**src/rtl/cal_pkg.sv**
```systemverilog
package cal_pkg;
    localparam int SEC_W   = 7;
    localparam int MIN_W   = 7;
    localparam int HOUR_W  = 6;
    localparam int WDAY_W  = 3;
    localparam int DAY_W   = 6;
    localparam int MONTH_W = 5;
    localparam int YEAR_W  = 8;

    typedef enum logic [0:0] {
        S_TRACK     = 1'b0,
        S_DATE_STEP = 1'b1
    } seq_state_t;

    // BCD year divisible by four: even tens with ones 0/4/8, odd tens with ones 2/6
    function automatic logic leap_bcd(input logic [YEAR_W-1:0] yr);
        logic [3:0] ones;
        ones = yr[3:0];
        if (yr[4] == 1'b0)
            leap_bcd = (ones == 4'd0) || (ones == 4'd4) || (ones == 4'd8);
        else
            leap_bcd = (ones == 4'd2) || (ones == 4'd6);
    endfunction

    function automatic logic [DAY_W-1:0] month_end(input logic [MONTH_W-1:0] mo,
                                                   input logic [YEAR_W-1:0]  yr);
        unique case (mo)
            5'h02:                      month_end = leap_bcd(yr) ? 6'h29 : 6'h28;
            5'h04, 5'h06, 5'h09, 5'h11: month_end = 6'h30;
            default:                    month_end = 6'h31;
        endcase
    endfunction
endpackage

```
**src/rtl/cal_bcd_field.sv**
```systemverilog
module cal_bcd_field #(
    parameter int              TENS_W = 3,
    parameter logic [TENS_W+3:0] LOW  = '0,
    parameter logic [TENS_W+3:0] RST  = '0
) (
    input  logic              clk,
    input  logic              rst_n,
    input  logic              inc,
    input  logic              ld_ok,
    input  logic [TENS_W+3:0] ld_val,
    input  logic [TENS_W+3:0] top,
    output logic [TENS_W+3:0] q,
    output logic              at_top
);
    localparam int W = TENS_W + 4;

    logic [W-1:0] q_next;
    logic [TENS_W-1:0] tens;
    logic [3:0] ones;

    assign tens   = q[W-1:4];
    assign ones   = q[3:0];
    assign at_top = (q == top);

    always_comb begin
        q_next = q;
        if (ld_ok)
            q_next = ld_val;
        else if (inc) begin
            if (at_top)
                q_next = LOW;
            else if (ones == 4'd9)
                q_next = {tens + 1'b1, 4'd0};
            else
                q_next = {tens, ones + 4'd1};
        end
    end

    always_ff @(posedge clk) begin
        if (!rst_n)
            q <= RST;
        else
            q <= q_next;
    end

    AST_ONES_DIGIT: assert property (@(posedge clk) disable iff (!rst_n)
        !ld_ok |=> (q[3:0] <= 4'd9));
    AST_LOCKED_HOLD: assert property (@(posedge clk) disable iff (!rst_n)
        (!ld_ok && !inc) |=> $stable(q));
    AST_STEP_MOVES: assert property (@(posedge clk) disable iff (!rst_n)
        (inc && !ld_ok) |=> (q != $past(q)));
endmodule

```
**src/rtl/cal_seq.sv**
```systemverilog
module cal_seq (
    input  logic clk,
    input  logic rst_n,
    input  logic day_carry,
    output logic date_step,
    output logic busy
);
    import cal_pkg::*;

    seq_state_t state, state_nx;

    always_comb begin
        state_nx = state;
        unique case (state)
            S_TRACK:     state_nx = day_carry ? S_DATE_STEP : S_TRACK;
            S_DATE_STEP: state_nx = day_carry ? S_DATE_STEP : S_TRACK;
            default:     state_nx = S_TRACK;
        endcase
    end

    always_ff @(posedge clk) begin
        if (!rst_n)
            state <= S_TRACK;
        else
            state <= state_nx;
    end

    always_comb begin
        date_step = 1'b0;
        busy      = 1'b0;
        unique case (state)
            S_TRACK:     begin date_step = 1'b0; busy = 1'b0; end
            S_DATE_STEP: begin date_step = 1'b1; busy = 1'b1; end
            default:     begin date_step = 1'b0; busy = 1'b0; end
        endcase
    end

    AST_STEP_AFTER_WRAP: assert property (@(posedge clk) disable iff (!rst_n)
        day_carry |=> busy);
endmodule

```
**src/rtl/bcd_calendar.sv**
```systemverilog
module bcd_calendar #(
    parameter logic [2:0] RST_WDAY = 3'd6
) (
    input  logic       clk,
    input  logic       rst_n,
    input  logic       sec_tick,
    input  logic       run_en,
    input  logic       wr_unlock,
    input  logic       ld_sec,
    input  logic [6:0] sec_in,
    input  logic       ld_min,
    input  logic [6:0] min_in,
    input  logic       ld_hour,
    input  logic [5:0] hour_in,
    input  logic       ld_wday,
    input  logic [2:0] wday_in,
    input  logic       ld_day,
    input  logic [5:0] day_in,
    input  logic       ld_month,
    input  logic [4:0] month_in,
    input  logic       ld_year,
    input  logic [7:0] year_in,
    output logic [6:0] sec_q,
    output logic [6:0] min_q,
    output logic [5:0] hour_q,
    output logic [2:0] wday_q,
    output logic [5:0] day_q,
    output logic [4:0] month_q,
    output logic [7:0] year_q,
    output logic       busy
);
    import cal_pkg::*;

    localparam logic [2:0] WDAY_LAST = 3'd6;

    logic sec_inc, min_inc, hour_inc, day_carry;
    logic sec_top, min_top, hour_top;
    logic date_step, day_inc, month_inc, year_inc;
    logic day_top, month_top, year_top;
    logic [DAY_W-1:0] day_end;

    assign sec_inc   = sec_tick & run_en;
    assign min_inc   = sec_inc & sec_top;
    assign hour_inc  = min_inc & min_top;
    assign day_carry = hour_inc & hour_top;

    cal_bcd_field #(.TENS_W(3), .LOW(7'h00), .RST(7'h00)) u_sec (
        .clk(clk), .rst_n(rst_n), .inc(sec_inc), .ld_ok(ld_sec & wr_unlock),
        .ld_val(sec_in), .top(7'h59), .q(sec_q), .at_top(sec_top));

    cal_bcd_field #(.TENS_W(3), .LOW(7'h00), .RST(7'h00)) u_min (
        .clk(clk), .rst_n(rst_n), .inc(min_inc), .ld_ok(ld_min & wr_unlock),
        .ld_val(min_in), .top(7'h59), .q(min_q), .at_top(min_top));

    cal_bcd_field #(.TENS_W(2), .LOW(6'h00), .RST(6'h00)) u_hour (
        .clk(clk), .rst_n(rst_n), .inc(hour_inc), .ld_ok(ld_hour & wr_unlock),
        .ld_val(hour_in), .top(6'h23), .q(hour_q), .at_top(hour_top));

    cal_seq u_seq (
        .clk(clk), .rst_n(rst_n), .day_carry(day_carry),
        .date_step(date_step), .busy(busy));

    assign day_end   = month_end(month_q, year_q);
    assign day_inc   = date_step;
    assign month_inc = date_step & day_top;
    assign year_inc  = month_inc & month_top;

    cal_bcd_field #(.TENS_W(2), .LOW(6'h01), .RST(6'h01)) u_day (
        .clk(clk), .rst_n(rst_n), .inc(day_inc), .ld_ok(ld_day & wr_unlock),
        .ld_val(day_in), .top(day_end), .q(day_q), .at_top(day_top));

    cal_bcd_field #(.TENS_W(1), .LOW(5'h01), .RST(5'h01)) u_month (
        .clk(clk), .rst_n(rst_n), .inc(month_inc), .ld_ok(ld_month & wr_unlock),
        .ld_val(month_in), .top(5'h12), .q(month_q), .at_top(month_top));

    cal_bcd_field #(.TENS_W(4), .LOW(8'h00), .RST(8'h00)) u_year (
        .clk(clk), .rst_n(rst_n), .inc(year_inc), .ld_ok(ld_year & wr_unlock),
        .ld_val(year_in), .top(8'h99), .q(year_q), .at_top(year_top));

    always_ff @(posedge clk) begin
        if (!rst_n)
            wday_q <= RST_WDAY;
        else if (ld_wday && wr_unlock)
            wday_q <= wday_in;
        else if (date_step)
            wday_q <= (wday_q == WDAY_LAST) ? 3'd0 : wday_q + 3'd1;
    end

    AST_WDAY_RANGE: assert property (@(posedge clk) disable iff (!rst_n)
        !(ld_wday && wr_unlock) |=> (wday_q <= WDAY_LAST));
    AST_BUSY_SINGLE: assert property (@(posedge clk) disable iff (!rst_n)
        (busy && !(ld_sec || ld_min || ld_hour)) |=> !busy);
    AST_BUSY_CAUSE: assert property (@(posedge clk) disable iff (!rst_n)
        busy |-> $past(sec_tick && run_en));
    AST_YEAR_WRAP: assert property (@(posedge clk) disable iff (!rst_n)
        (year_inc && year_top && !(ld_year && wr_unlock)) |=> (year_q == 8'h00));
endmodule

```
**config.mk**
```make
export PLATFORM = sky130hd
export DESIGN_NAME = bcd_calendar
export DESIGN_NICKNAME = d
export VERILOG_FILES = /design/src/rtl/cal_pkg.sv /design/src/rtl/cal_bcd_field.sv /design/src/rtl/cal_seq.sv /design/src/rtl/bcd_calendar.sv
export SDC_FILE = /design/constraint.sdc
export NUM_CORES = 1
export LEC_CHECK = 0
export CAP_MARGIN = 20
export CELL_PAD_IN_SITES_DETAIL_PLACEMENT = 1
export CELL_PAD_IN_SITES_GLOBAL_PLACEMENT = 1
export CORE_MARGIN = 1.5
export CORE_UTILIZATION = 33
export CTS_CLUSTER_SIZE = 24
export DETAILED_ROUTE_END_ITERATION = 8
export PLACE_DENSITY_LB_ADDON = 0.1
export REMOVE_ABC_BUFFERS = 1
export SYNTH_ARGS = -nofsm -noshare
export SYNTH_HDL_FRONTEND = slang
export SYNTH_SLANG_ARGS = --single-unit
```
**constraint.sdc**
```tcl
create_clock -name clk -period 3.3 [get_ports clk]
set_input_delay 0.33 -clock clk [delete_from_list [all_inputs] [get_ports clk]]
set_output_delay 0.33 -clock clk [all_outputs]
set_load 0.01 [all_outputs]
```
==> impl_metrics.toml <==
[power]
fin_total_pwr_w = 0.00128
pwr-share-clk_pct = 31.7
power.switching_w = 0.000355
leakage_nw = 1.41
switching_share_pct = 27.6
powerDensity_nw_per_um2 = 319
p_seq_share_pct = 46.3
ir_worst_vdd_mv = 0.148
p_int_w = 0.000930
combPwrFrac_pct = 21.9

[floorplanning]
die-area_sq_um = 9270
dieHeight_microns = 96.3
rows = 33
start_util_pct = 34.4
ioPinCount = 97
die_x_microns = 96.3
core_sq_um = 8340

[setup_path]
crit_required_ns = 3.52
critPathLaunchType = "register"
critPathLaunch = "u_month.q[1]$_SDFFE_PN0P_"
setup.worst_path.end = "u_month.q[4]$_SDFFE_PN0P_"
rrSetupSlack_ns = 0.66
cp-end-kind = "register"
crit_type = "register to register"
r2r-end = "u_month.q[4]$_SDFFE_PN0P_"
reg2regPathDepth = 7
reg2reg_from = "u_month.q[1]$_SDFFE_PN0P_"
arrival_ns = 2.86
path_max_fanout = 10

[sta]
holdWs_ns = 0.522
slew-limit-headroom_pct = 41.5
setup_tns_ns = 0
max_freq_ghz = 0.379
finalSetupViolCount = 0
worstMarginPinSlew_ns = 0.865
rsz0062_at_grt = "no"
fin_crit_sh_pct = 80.0
clock_skew_ns = 0.00993
min_period_ns = 2.64
slew_violations = 0
hold_violations = 0
fin_ws_ns = 0.661

[grt]
met1_usage_pct = 24.8
grtUsageTotal_pct = 20.0
grt_max_degree = 29
grt_pass1_vias = 3127
grt_use_met2_pct = 35.4
antenna_found_initial = 0
use_met3_pct = 3.95
grt_first_pass_wirelength_microns = 14600
gr-max-usage-layer = "met2"
gr-total-overflow = 0

[yosys]
synth_top_cell_by_area = "dfxtp_1"
synth-main-ff-cell = "dfxtp_1"
synth_area_sq_um = 2870
async_flop_share_pct = 0
yosysUniqueCellTypes = 59
synth_seq_cells = 43
synth_seq_area_share_pct = 30.0
synth_area_per_cell_sq_um = 7.58
yosys_warnings = 0
synthCells = 379
synth_edf_count = 0
netlist_top_cells_area = "dfxtp_1, nand2_1, ha_1, a21oi_1, nor2_1"
synth_top_area_share_pct = 30.0

[drt]
drt-initial-drc-count = 64
antenna_left = 0
vias = 3122
routed_wl_microns = 8830
firstDrtPassIters = 4
viasPerCell = 5.46
drcViolationCount = 0
detail_route.wl_per_cell_microns = 15.4

[clocking]
cts_tree = "yes"
cts_root_buffer = "clkbuf_8"
clk_pin_slew_worst_paths_ns = 0.09
clock_latency_ns = 0.30
postCtsHoldBufs = 0
htree_num_levels = 2
clockBufferDepth = 2
cts_resized = 0
cts_buffers = 5
cts.sinks = 43
post-cts-setup-buffers = 0

[place]
portBuffers = 96
dpl.hpwl_microns = 6610
routabilityCongestion = 0.768
place_ws_ns = 0.696

[cells_and_area]
area_growth_pct = 40.2
diodes = 0
num-fill-cells = 1032
final_nets = 534
drive_above_1_share_pct = 4.28

[hold_path]
hold_path_class = "register to register"

[run]
maxCapViolCount = 0

[status]
run_status = "finished clean"
cells in the final DEF, fill, tap and decap left out, types with 4 or more instances in the layout:
cell type	count
dfxtp_1	43
o22ai_1	4
ha_1	13
nand3b_1	5
inv_1	15
nand3_1	15
nor2b_1	4
buf_4	6
a21oi_1	31
nor2_1	40
and2_1	4
clkbuf_8	5
o21ai_0	24
nand2_1	48
o211ai_1	8
nor3b_1	5
a211oi_1	15
a221oi_1	4
mux2i_1	5
nor3_1	12
a31oi_1	4
clkdlybuf4s50_1	96
xnor2_1	5
worst min-delay path by stage:
| stage | from | endpoint | cells after the start | slack, ns |
|---|---|---|---|---|
| floorplan | rst_n | u_day.q[0]$_SDFFE_PN1P_ | 1 | 0.40 |
| global placement | u_year.q[7]$_SDFFE_PN0P_ | u_year.q[7]$_SDFFE_PN0P_ | 2 | 0.49 |
| detailed placement | u_year.q[7]$_SDFFE_PN0P_ | u_year.q[7]$_SDFFE_PN0P_ | 2 | 0.51 |
| CTS | u_year.q[7]$_SDFFE_PN0P_ | u_year.q[7]$_SDFFE_PN0P_ | 2 | 0.52 |
| global route | u_year.q[6]$_SDFFE_PN0P_ | u_year.q[6]$_SDFFE_PN0P_ | 2 | 0.55 |
| finish | u_year.q[7]$_SDFFE_PN0P_ | u_year.q[7]$_SDFFE_PN0P_ | 2 | 0.52 |
cell usage after synthesis, types with 3 or more instances:
library cell   n
xor2_1         3
nor2b_1        4
nand3b_1       5
o22ai_1        4
o311ai_0       3
o21ai_0       24
and2_1         4
a221oi_1       4
xnor2_1        5
o21a_1         3
o211ai_1       8
nor2_1        40
a31oi_1        4
ha_1          13
o31ai_1        3
mux2i_1        5
inv_1         15
or4_1          3
dfxtp_1       43
nand2_1       48
clkbuf_1      16
a21oi_1       31
nor3_1        12
nor3b_1        5
nand3_1       15
a211oi_1      15
nor4b_1        3
area by class of cell:
type / instances / area (sq um) / share of cell area (%)
Clock buffer: 6 / 72.6 / 1.80
Sequential cell: 43 / 861 / 21.4
Timing Repair Buffer: 102 / 1010 / 25.0
Inverter: 15 / 56.3 / 1.40
Clock inverter: 1 / 30.0 / 0.746
Tap cell: 105 / 131 / 3.26
Multi-Input combinational cell: 300 / 1870 / 46.4
cells by family (layout without fill, tap and decap cells):
kind of cell               after synthesis  after routing  synth area share, %
AOI/OAI and AO/OA                      118            118                 27.6
buffers and inverters                   36            124                 4.92
adders and majority gates               13             13                 5.66
xor gates and xnor gates                 8              8                 2.44
DFF                                     43             43                 30.0
muxes                                    5              5                 1.74
and+or+nand+nor                        156            156                 27.6
critical path, cell delays in order (launching register included):
cell and delay (ns):
dfxtp_1 0.52, or4b_4 0.54, nor4_4 0.26, and2b_1 0.20, o2111a_4 0.27, nor2_4 0.09, or4b_1 0.51, a31oi_1 0.17
per-layer routing:
metal / vias up / wire, microns
li1: 1560 / -
met2: 64 / 4360
met3: 9 / 382
met4: 0 / 100
met1: 1489 / 3990
met5: - / 0
stage by stage:
step,utilization (%),std cells,instance area [sq um]
after floorplan,-,358,2790
after global placement,47.0,565,3920
after detailed placement,47.0,565,3920
after CTS,48.3,572,4030
after global routing,48.3,572,4030
final,48.3,572,4030
sequential cells by signal (all words and copies together), names as in the netlist:
register / count
u_day.q: 6
u_hour.q: 6
u_min.q: 7
u_month.q: 5
u_sec.q: 7
u_seq.state: 1
u_year.q: 8
wday_q: 3
power by group through the flow:
stage / combinational (W) / sequential [W] / clock (W)
after global routing: 0.000313 / 0.000603 / 0.000446
after floorplan: 0.000112 / 0.000609 / 0
final: 0.000282 / 0.000595 / 0.000407
after detailed placement: 0.000284 / 0.000607 / 0
after global placement: 0.000279 / 0.000605 / 0
after CTS: 0.000285 / 0.000595 / 0.000422
No activity file was read; power rests on OpenSTA's default activity.
